===== src/rtl/cla2_pkg.sv =====
package cla2_pkg;
    localparam int SLICE_W    = 4;
    localparam int NUM_SLICES = 4;
    localparam int SUM_W      = SLICE_W * NUM_SLICES;
endpackage


===== src/rtl/cla2_slice.sv =====
module cla2_slice #(
    parameter int W = cla2_pkg::SLICE_W
) (
    input  logic [W-1:0] a,
    input  logic [W-1:0] b,
    input  logic         c0,
    output logic [W-1:0] s,
    output logic         gg,
    output logic         gp
);
    logic [W-1:0] g_bit;
    logic [W-1:0] p_bit;
    logic [W:0]   cy;
    logic         acc;
    logic         term;
    logic         grp_gen;
    logic         grp_prop;

    always_comb begin
        g_bit = a & b;
        p_bit = a ^ b;
        cy    = '0;
        cy[0] = c0;
        // each carry expanded in two levels from g, p and c0 only
        for (int k = 1; k <= W; k++) begin
            acc = 1'b0;
            for (int j = 0; j < k; j++) begin
                term = g_bit[j];
                for (int m = j + 1; m < k; m++) term = term & p_bit[m];
                acc = acc | term;
            end
            term = c0;
            for (int m = 0; m < k; m++) term = term & p_bit[m];
            cy[k] = acc | term;
        end
        grp_gen = 1'b0;
        for (int j = 0; j < W; j++) begin
            term = g_bit[j];
            for (int m = j + 1; m < W; m++) term = term & p_bit[m];
            grp_gen = grp_gen | term;
        end
        grp_prop = &p_bit;

        for (int k = 0; k < W; k++) begin
            assert_carry_step_R6: assert (cy[k+1] == (g_bit[k] | (p_bit[k] & cy[k])));
        end
        assert_slice_group_R5: assert (cy[W] == (grp_gen | (grp_prop & c0)));
        assert_slice_excl_R7: assert (!(grp_gen && grp_prop));

        s  = p_bit ^ cy[W-1:0];
        gg = grp_gen;
        gp = grp_prop;
    end
endmodule


===== src/rtl/cla2_lookahead.sv =====
module cla2_lookahead #(
    parameter int N = cla2_pkg::NUM_SLICES
) (
    input  logic [N-1:0] g_in,
    input  logic [N-1:0] p_in,
    input  logic         c0,
    output logic [N-1:0] c_slice,
    output logic         c_top,
    output logic         all_g,
    output logic         all_p
);
    logic [N:0] cy;
    logic       acc;
    logic       term;
    logic       tot_g;
    logic       tot_p;

    always_comb begin
        cy    = '0;
        cy[0] = c0;
        for (int k = 1; k <= N; k++) begin
            acc = 1'b0;
            for (int j = 0; j < k; j++) begin
                term = g_in[j];
                for (int m = j + 1; m < k; m++) term = term & p_in[m];
                acc = acc | term;
            end
            term = c0;
            for (int m = 0; m < k; m++) term = term & p_in[m];
            cy[k] = acc | term;
        end
        tot_g = 1'b0;
        for (int j = 0; j < N; j++) begin
            term = g_in[j];
            for (int m = j + 1; m < N; m++) term = term & p_in[m];
            tot_g = tot_g | term;
        end
        tot_p = &p_in;

        for (int k = 0; k < N; k++) begin
            assert_group_step_R6: assert (cy[k+1] == (g_in[k] | (p_in[k] & cy[k])));
        end
        assert_cout_form_R5: assert (cy[N] == (tot_g | (tot_p & c0)));

        c_slice = cy[N-1:0];
        c_top   = cy[N];
        all_g   = tot_g;
        all_p   = tot_p;
    end
endmodule


===== src/rtl/cla2_adder.sv =====
module cla2_adder
    import cla2_pkg::*;
#(
    parameter int SW = SLICE_W,
    parameter int NS = NUM_SLICES
) (
    input  logic [SW*NS-1:0] a_in,
    input  logic [SW*NS-1:0] b_in,
    input  logic             c_in,
    output logic [SW*NS-1:0] sum_out,
    output logic             c_out,
    output logic             grp_p,
    output logic             grp_g
);
    localparam int TOTAL_W = SW * NS;

    logic [NS-1:0] sl_g;
    logic [NS-1:0] sl_p;
    logic [NS-1:0] sl_cin;

    cla2_lookahead #(.N(NS)) u_lookahead (
        .g_in    (sl_g),
        .p_in    (sl_p),
        .c0      (c_in),
        .c_slice (sl_cin),
        .c_top   (c_out),
        .all_g   (grp_g),
        .all_p   (grp_p)
    );

    for (genvar k = 0; k < NS; k++) begin : g_slice
        cla2_slice #(.W(SW)) u_slice (
            .a  (a_in[k*SW +: SW]),
            .b  (b_in[k*SW +: SW]),
            .c0 (sl_cin[k]),
            .s  (sum_out[k*SW +: SW]),
            .gg (sl_g[k]),
            .gp (sl_p[k])
        );
    end

    if (TOTAL_W < 2) begin : g_width_guard
        initial $error("width too small");
    end
endmodule


===== config.mk =====
export PLATFORM = sky130hd
export DESIGN_NAME = cla2_adder
export DESIGN_NICKNAME = d
export VERILOG_FILES = /design/src/rtl/cla2_pkg.sv /design/src/rtl/cla2_slice.sv /design/src/rtl/cla2_lookahead.sv /design/src/rtl/cla2_adder.sv
export SDC_FILE = /design/constraint.sdc
export NUM_CORES = 1
export LEC_CHECK = 0
export BUFFER_PORTS_ARGS = -buffer_cell sky130_fd_sc_hd__buf_2
export CORE_ASPECT_RATIO = 0.9
export CORE_MARGIN = 4
export CORE_UTILIZATION = 40
export DETAILED_ROUTE_END_ITERATION = 10
export PLACE_DENSITY = 0.83
export SLEW_MARGIN = 20
export SYNTH_ARGS = -nofsm -noshare
export SYNTH_HDL_FRONTEND = slang
export SYNTH_HIERARCHICAL = 1
export SYNTH_SLANG_ARGS = --single-unit

===== constraint.sdc =====
create_clock -name vclk -period 2.28
set_clock_uncertainty 0.2 [all_clocks]
set_input_delay 0.114 -clock vclk [all_inputs]
set_output_delay 0.114 -clock vclk [all_outputs]
set_load 0.01 [all_outputs]

# == Yosys cells after proc, flatten, opt, wreduce, memory -nomap -nowiden ==
# Cells that the tools add are included.
# word_totals
register_bits,0
input_bits,33
out_inout_bits,19
# op_classes
bitwise,104
n_reduce_logical,5
# ops
op,n
$and A1 B1 Y1,46
$or A1 B1 Y1,46
$xor A4 B4 Y4,8
$and A4 B4 Y4,4
$reduce_and A16 Y1,1
$reduce_and A4 Y1,4

# == Logic depth before layout (Yosys ltp) ==
# Gate-level depths: netlist of run 1.
# logic_depth
word_depth,17
depth_mapped,11

# == Modules after synthesis ==
# Netlist of run 1, hierarchy kept.
# by_module_without_submodules
module,n_inst,cells_each,area_each_um2
cla2_slice at g_slice[2].u_slice ...,2,23,180.2
cla2_slice at g_slice[0].u_slice,1,19,165.2
cla2_slice at g_slice[1].u_slice,1,20,162.7
cla2_lookahead,1,11,67.6

# == Least setup slack after synthesis of run 1 ==
# No wires, ideal clock.
# synth_path
path_type,in2out
startpoint,in a_in[2]
endpoint,out sum_out[15]
t_arrival_ns,1.963
path_slack_ns,0.003
path_stages,10
path_cell_list,ha_1 > and4_2 > a21o_1 > a21oi_2 > inv_2 > a21o_1 > ha_1 > o211ai_1 > nand2_1 > xor2_1
# synth_via
elab_cells_between_ends,24
classes_between,bitwise (23); reduce/logical (1)
# synth_rtl
element,line_no,rtl
from (decl),cla2_adder.sv:7,"input logic [SW*NS-1:0] a_in,"
$xor A4 B4 Y4,cla2_slice.sv:21,p_bit = a ^ b;
$reduce_and A4 Y1,cla2_slice.sv:42,grp_prop = &p_bit;
named net sl_p[0],cla2_adder.sv:18,logic [NS-1:0] sl_p;
$and A1 B1 Y1 (3 in a row),cla2_lookahead.sv:29,for (int m = 0; m < k; m++) term = term & p_in[m];
$or A1 B1 Y1,cla2_lookahead.sv:30,cy[k] = acc | term;
named net sl_cin[3],cla2_adder.sv:19,logic [NS-1:0] sl_cin;
$and A1 B1 Y1 (3 in a row),cla2_slice.sv:33,for (int m = 0; m < k; m++) term = term & p_bit[m];
$or A1 B1 Y1,cla2_slice.sv:34,cy[k] = acc | term;
$xor A4 B4 Y4,cla2_slice.sv:50,s = p_bit ^ cy[W-1:0];
to (decl),cla2_adder.sv:10,"output logic [SW*NS-1:0] sum_out,"
# The timed path passes the listed nets, and every way through them passes these cells.

# == Worst setup path after layout of run 1 ==
# layout_path
startpoint,in a_in[2]
endpoint,out sum_out[12]
# layout_via
elab_cells_between_ends,20
classes_between,bitwise (19); reduce/logical (1)
# layout_rtl
element,line_no
$xor A4 B4 Y4,cla2_slice.sv:21
$reduce_and A4 Y1,cla2_slice.sv:42
named net sl_p[0],cla2_adder.sv:18
$and A1 B1 Y1 (3 in a row),cla2_lookahead.sv:29
$or A1 B1 Y1,cla2_lookahead.sv:30
named net sl_cin[3],cla2_adder.sv:19
$xor A4 B4 Y4,cla2_slice.sv:50
# The timed path passes the listed nets, and every way through them passes these cells.

==> impl_metrics.yaml, run 1 <==
routing:
  dr_total_vias: 983
  dr.first_iter.drc_count: 7
  final_antenna_net_count: 0
  vias_per_cell: 5.201
  wire_per_inst_um: 14.01
  drc_errors: 0
  wl_mm: 2.648
  drtPass1Iterations: 4
timing:
  setup_viol: 2
  holdWs_ns: 0.4152
  fin_crit_sh: 1.025
  hold_viol: 0
  period_needed_ns: 2.338
  rsz0062_at_grt: "true"
  setup_slack_ns: -0.05760
  worstMarginPinSlew_ns: 0.2510
  slew_headroom: 0.8309
  final-max-slew-violation-count: 0
  fmax_ghz: 0.4278
synthesis:
  synth_top_area_frac: 0.3311
  yosysTopAreaCell: "ha_1"
  synthTopCellsByArea: "ha_1, fa_1, a21oi_1, xnor2_1, xor2_1"
  seq_area_frac_synth: 0
  synth.avg_cell_area_um2: 7.872
  ys_types: 18
  postSynthCellCount: 96
  syn-num-nets: 153
  synth.cell_area_um2: 755.7
  yosysWarningCount: 6
setup_path:
  endpoint_kind: "output pin"
  cp.required_ns: 1.97
  cp.arrival_ns: 2.02
  cp_max_fo: 4
  path_class: "primary input to output pin"
  cp-start-kind: "primary input"
cells_and_area:
  multi_input_area_um2: 840.8
  design.seq.count: 0
  clkbuf_count: 0
  antenna_cells: 0
  nFillCells: 124
  mostFrequentLayoutCell: "buf_2"
  drive_gt1_frac: 0.5515
  fin_util: 0.7662
  seq_area_um2: 0
  area_delta_synth_final_pct: 75.83
  nets: 224
  layout.cells.most_common_list: "buf_2, buf_4, ha_1"
grt:
  grt_use_total: 0.1938
  antenna_found_initial: 0
  grt_pass1_vias: 1022
  grt_pass1_wl_mm: 4.084
  grt_max_degree: 6
  overflow: 0
pwr:
  finalPower_uw: 432.9
  ir_worst_vdd_mv: 0.2142
  power_density_mw_per_mm2: 325.8
  leakage_nw: 0.6897
hold_path:
  worstHoldStart: "b_in[4]"
  hold_path_end: "sum_out[4]"
  hold_depth: 3
  hp-class: "primary input to output pin"
placed_design:
  place_hpwl_mm: 1.892
  port_buffers: 52
  place_ws_ns: -0.2612
  gp_congestion: 0.7804
floorplan:
  die_y_um: 49.24
  coreArea_mm2: 0.001734
  die_w_um: 53.82
  initial_core_util: 0.4358
  dieArea_mm2: 0.002650
  std_cell_rows: 14
  pin_count: 52
job:
  drv_cap: 0
outcome:
  status: "finished, violations left"
  failed_checks: "negative setup slack"
[critical path: stages]
cell	delay, ns
buf_2	0.12
ha_4	0.25
and4_4	0.20
a21o_1	0.17
a21oi_2	0.18
inv_2	0.06
a21o_1	0.17
buf_4	0.13
inv_2	0.05
fa_2	0.43
inv_2	0.06
buf_6	0.09
[per-stage QoR]
step | area, µm² | setup TNS (ns) | instances
floorplan | 755.7 | 0 | 96
global placement | 1121 | -0.7304 | 182
detailed placement | 1121 | -1.221 | 182
CTS | 1227 | 0 | 188
global route | 1329 | -0.5531 | 189
finish | 1329 | -0.08349 | 189
[power by group]
part | switching [mW] | internal, mW | leakage (nW)
Clock | 0 | 0 | 0
Sequential | 0 | 0 | 0
Combinational | 0.213 | 0.220 | 0.690
Total | 0.213 | 0.220 | 0.690
[cells by family after synthesis]
family | Yosys count | synth area share
AOI/OAI and AO/OA | 31 | 0.2434
adders and majority gates | 24 | 0.4371
xor gates and xnor gates | 12 | 0.1391
buffers and inverters | 10 | 0.05464
and+or+nand+nor | 19 | 0.1258
[cells in the mapped netlist (all sizes together)]
cell / count
nand2: 10
a21o: 2
inv: 9
buf: 1
xor2: 6
nor2: 5
xnor2: 6
fa: 4
o211ai: 4
a21oi: 15
o21ai: 6
ha: 20
and4: 4
o21a: 4
[metal layers]
| layer | vias up | routed length, µm | GRT usage |
|---|---|---|---|
| met1 | 436 | 947 | 0.2070 |
| met3 | 18 | 193 | 0.01529 |
| met2 | 50 | 1396 | 0.3790 |
| met4 | 0 | 111 | 0.05532 |
| li1 | 479 | - | - |
| met5 | - | 0 | 0 |
[area by class of cell]
class,count,share of cell area
Multi-Input combinational cell,86,0.6328
Inverter,9,0.02542
Tap cell,24,0.02260
Timing Repair Buffer,70,0.3192
[how the worst max path moves through the flow]
stage	start	endpoint	slack [ns]	cells after the start
floorplan	a_in[2]	sum_out[15]	0.003	10
CTS	b_in[1]	sum_out[10]	0.001	13
global route	b_in[1]	sum_out[15]	-0.19	13
finish	a_in[2]	sum_out[12]	-0.06	12
detailed placement	a_in[1]	sum_out[15]	-0.26	13
global placement	a_in[3]	sum_out[14]	-0.19	13
[timing repair]
action,4_1_cts,5_1_grt
pin swaps,11,15
hold buffers,0,0
gates resized for setup,9,20
setup endpoints to repair,8,10
setup buffers,6,2
Note: power is estimated with default switching activity, not from simulation.
==> run 2, diff against run 1 <==
--- a/config.mk
+++ b/config.mk
@@ -8,9 +8,9 @@
 export BUFFER_PORTS_ARGS = -buffer_cell sky130_fd_sc_hd__buf_2
 export CORE_ASPECT_RATIO = 0.9
 export CORE_MARGIN = 4
-export CORE_UTILIZATION = 40
+export CORE_UTILIZATION = 48
 export DETAILED_ROUTE_END_ITERATION = 10
-export PLACE_DENSITY = 0.83
+export PLACE_DENSITY = 0.93
 export SLEW_MARGIN = 20
 export SYNTH_ARGS = -nofsm -noshare
 export SYNTH_HDL_FRONTEND = slang
==> constraint.sdc (replaced) <==
create_clock -name vclk -period 2.95
set_clock_uncertainty 0.2 [all_clocks]
set_input_delay 0.1475 -clock vclk [all_inputs]
set_output_delay 0.1475 -clock vclk [all_outputs]
set_load 0.01 [all_outputs]
==> run 2 against run 1 <==
Against the previous run: the flow now finishes without violations; flip-flop and latch count did not move; setup slack gained 0.29 ns; highest routed layer is now met3; sequential share of layout area unchanged; utilization decreased by 6.5 points; critical path depth increased by 1; power is 43% lower; first-iteration DRC count is 43% higher; count of clock-buffer cells in the layout stayed put; non-clock buffer count shrank 18; final area shrank 23%; via count decreased by 13%.
==> impl_metrics.yaml, run 2 (same netlist as run 1, synthesis figures left out) <==
outcome:
  status: "complete, no violations"
floorplan:
  dieArea_mm2: 0.002274
  pin_count: 52
  die_w_um: 49.83
  die_y_um: 45.65
  initial_core_util: 0.5162
  std_cell_rows: 13
  coreArea_mm2: 0.001464
timing:
  slew_headroom: 0.7886
  worstMarginPinSlew_ns: 0.3137
  rsz0062_at_grt: "false"
  fin_crit_sh: 0.9206
  hold_viol: 0
  period_needed_ns: 2.716
  setup_viol: 0
  setup_tns_ns: 0
  holdWs_ns: 0.4672
  final-max-slew-violation-count: 0
  fmax_ghz: 0.3682
setup_path:
  cp-start-kind: "primary input"
  cp.arrival_ns: 2.37
  endpoint_kind: "output pin"
  cp_max_fo: 5
  cp_slowest_cell: "ha_1"
  max_stage_delay_ns: 0.36
  critical_path.cell_chain: "buf_2, ha_1, a21oi_1, o21ai_0, a21o_1, a21oi_2, inv_2, a21o_1, ha_1, o21a_1, nor2_1, xnor2_1, buf_2"
  cp.required_ns: 2.60
  path_class: "primary input to output pin"
grt:
  grt_pass1_vias: 830
  overflow: 0
  antenna_found_initial: 0
  grt_pass1_wl_mm: 3.339
  grt_max_degree: 6
  grt_use_total: 0.1794
routing:
  wire_per_inst_um: 12.27
  drtPass1Iterations: 4
  wl_mm: 1.988
  dr_total_vias: 852
  drc_errors: 0
  dr.first_iter.drc_count: 10
  vias_per_cell: 5.259
  final_antenna_net_count: 0
cells_and_area:
  nets: 206
  fin_util: 0.7017
  layout.cells.most_common_list: "buf_2, ha_1, a21oi_1"
  drive_gt1_frac: 0.3878
  design.seq.count: 0
  mostFrequentLayoutCell: "buf_2"
  antenna_cells: 0
  seq_area_um2: 0
  clkbuf_count: 0
  area_delta_synth_final_pct: 35.93
pwr:
  power_frac_clock: 0
  power_frac_comb: 1.000
  power_density_mw_per_mm2: 241.1
  leakage_nw: 0.5836
  seqPwrFrac: 0
  ir_worst_vdd_mv: 0.1463
  finalPower_uw: 247.7
  p_switching_uw: 132.7
  internal-power_uw: 115.0
  swShare: 0.5359
placed_design:
  place_hpwl_mm: 1.804
  port_buffers: 52
  gp_congestion: 0.7867
clocking:
  cts_resized: 0
  ctsHoldBuffers: 0
  cts_setup_buffers: 0
hold_path:
  hold_depth: 3
  hp-class: "primary input to output pin"
job:
  drv_cap: 0
-- run 2: changes by cell type in the layout (fill, tap and decap cells not counted), sizes merged --
cell,previous run,this run
buf,70,52
-- run 2: path summary, 6_finish.rpt --
path | start | to | slack (ns)
hold / removal | b_in[4] | sum_out[4] | 0.47
setup / recovery | a_in[1] | sum_out[14] | 0.23
-- run 2: metrics by stage --
stage          instance area, µm²  cells  setup slack, ns
2_1_floorplan               755.7     96           0.6056
3_3_place_gp                 1027    162           0.3596
3_5_place_dp                 1027    162           0.2625
4_1_cts                      1027    162           0.2571
5_1_grt                      1027    162           0.1491
6_report                     1027    162           0.2343
-- run 2: critical path: cells and delay by family --
kind,cells,cell delay [ns]
buffers and inverters,3,0.31
AND/OR/NAND/NOR,1,0.12
AO/OA/AOI/OAI,6,1.09
XOR/XNOR,1,0.12
adder cells (fa/ha/maj),2,0.58
-- run 2: power groups by stage --
stage	Clock [mW]	Combinational (mW)	Sequential, mW
floorplan	0	0.157	0
global placement	0	0.240	0
detailed placement	0	0.248	0
CTS	0	0.250	0
global route	0	0.278	0
finish	0	0.248	0
-- run 2: per-layer routing --
metal	vias up	GRT usage	share of wire
met5	-	0	0
met4	0	0	0
met3	0	0.009836	0.057
met2	33	0.3984	0.51
met1	376	0.1965	0.43
li1	443	-	-
-- run 2: layout make-up --
type | count | area [µm²]
multi-input cells | 86 | 714.4
fillers | 125 | 436.7
well taps | 15 | 18.77
repair buffers | 52 | 260.3
inverters | 9 | 33.78
==> run 3, diff against run 2 <==
--- a/config.mk
+++ b/config.mk
@@ -6,11 +6,12 @@
 export NUM_CORES = 1
 export LEC_CHECK = 0
 export BUFFER_PORTS_ARGS = -buffer_cell sky130_fd_sc_hd__buf_2
+export CAP_MARGIN = 40
 export CORE_ASPECT_RATIO = 0.9
 export CORE_MARGIN = 4
 export CORE_UTILIZATION = 48
 export DETAILED_ROUTE_END_ITERATION = 10
-export PLACE_DENSITY = 0.93
+export PLACE_DENSITY = 0.89
 export SLEW_MARGIN = 20
 export SYNTH_ARGS = -nofsm -noshare
 export SYNTH_HDL_FRONTEND = slang
==> run 3 against run 2 <==
Against the previous run: die area is the same; worst hold slack better by 0.0026 ns; via count grew 3.3%; critical endpoint unchanged; count of clock-buffer cells in the layout unchanged; setup slack better by 0.078 ns; fmax is 3.0% higher; highest routed layer is now met4.
==> impl_metrics.yaml, run 3 (same netlist as run 1, synthesis figures left out) <==
outcome:
  status: "complete, no violations"
grt:
  grt_max_degree: 6
  overflow: 0
  antenna_found_initial: 0
  grt_use_total: 0.1860
  grt_pass1_wl_mm: 3.512
  grt_pass1_vias: 882
timing:
  fin_crit_sh: 0.8940
  setup_slack_ns: 0.3127
  slew_headroom: 0.8069
  hold_viol: 0
  worstMarginPinSlew_ns: 0.2867
  rsz0062_at_grt: "false"
  fmax_ghz: 0.3792
  holdWs_ns: 0.4698
  final-max-slew-violation-count: 0
  period_needed_ns: 2.637
  setup_tns_ns: 0
  setup_viol: 0
routing:
  drc_errors: 0
  final_antenna_net_count: 0
  vias_per_cell: 5.432
  wire_per_inst_um: 11.74
  dr_total_vias: 880
  wl_mm: 1.902
  dr.first_iter.drc_count: 6
  drtPass1Iterations: 4
placed_design:
  gp_congestion: 0.7866
  port_buffers: 52
  place_ws_ns: 0.3064
  place_hpwl_mm: 1.801
  placed_area_mm2: 0.001027
  placed_cells: 162
cells_and_area:
  clkbuf_count: 0
  nets: 206
  drive_gt1_frac: 0.3878
  design.seq.count: 0
  finalInstanceArea_mm2: 0.001027
  antenna_cells: 0
  mostFrequentLayoutCell: "buf_2"
  nFillCells: 138
  seq_area_um2: 0
  final_cell_count_no_fill: 162
  area_delta_synth_final_pct: 35.93
  fin_util: 0.7017
  layout.cells.most_common_list: "buf_2, ha_1, a21oi_1"
pwr:
  leakage_nw: 0.5836
  power_density_mw_per_mm2: 239.9
  ir_worst_vdd_mv: 0.1529
  finalPower_uw: 246.5
floorplan:
  dieArea_mm2: 0.002274
  initial_core_util: 0.5162
  pin_count: 52
  coreArea_mm2: 0.001464
  std_cell_rows: 13
  die_w_um: 49.83
  die_y_um: 45.65
setup_path:
  cp_max_fo: 5
  path_class: "primary input to output pin"
  cp.required_ns: 2.60
  cp-start-kind: "primary input"
  cp.arrival_ns: 2.29
  endpoint_kind: "output pin"
clocking:
  cts_setup_buffers: 0
  ctsHoldBuffers: 0
  cts_resized: 0
job:
  drv_cap: 0
hold_path:
  hp-class: "primary input to output pin"
## run 3: cell counts in the layout (fill, tap and decap cells not counted)
No cell type changed its count.
## run 3: path summary, 6_finish.rpt
path	slack, ns	depth (start not counted)	start	to
worst max-delay path	0.31	13	a_in[1]	sum_out[14]
worst min-delay path	0.47	3	b_in[4]	sum_out[4]
## run 3: per-layer routing
layer / track usage / vias up / share of wire
met3: 0.02951 / 4 / 0.085
met4: 0.02762 / 0 / 0.017
met5: 0 / - / 0
met1: 0.1914 / 394 / 0.38
li1: - / 444 / -
met2: 0.4011 / 38 / 0.52
## run 3: power breakdown
part	internal, mW	total [mW]	leakage, nW	switching, mW
clock network	0	0	0	0
logic	0.115	0.246	0.584	0.131
registers	0	0	0	0
## run 3: worst max-delay path, cell delays in order
cell	delay, ns
buf_2	0.10
ha_1	0.35
a21oi_1	0.14
o21ai_0	0.13
a21o_1	0.22
a21oi_2	0.18
inv_2	0.06
a21o_1	0.19
ha_1	0.21
o21a_1	0.19
nor2_1	0.11
xnor2_1	0.12
buf_2	0.14
## run 3: area by class of cell
class / instances / area (µm²) / area share
inverter: 9 / 33.78 / 0.03289
multi-input combinational: 86 / 714.4 / 0.6955
tap: 15 / 18.77 / 0.01827
timing repair buffer: 52 / 260.3 / 0.2533
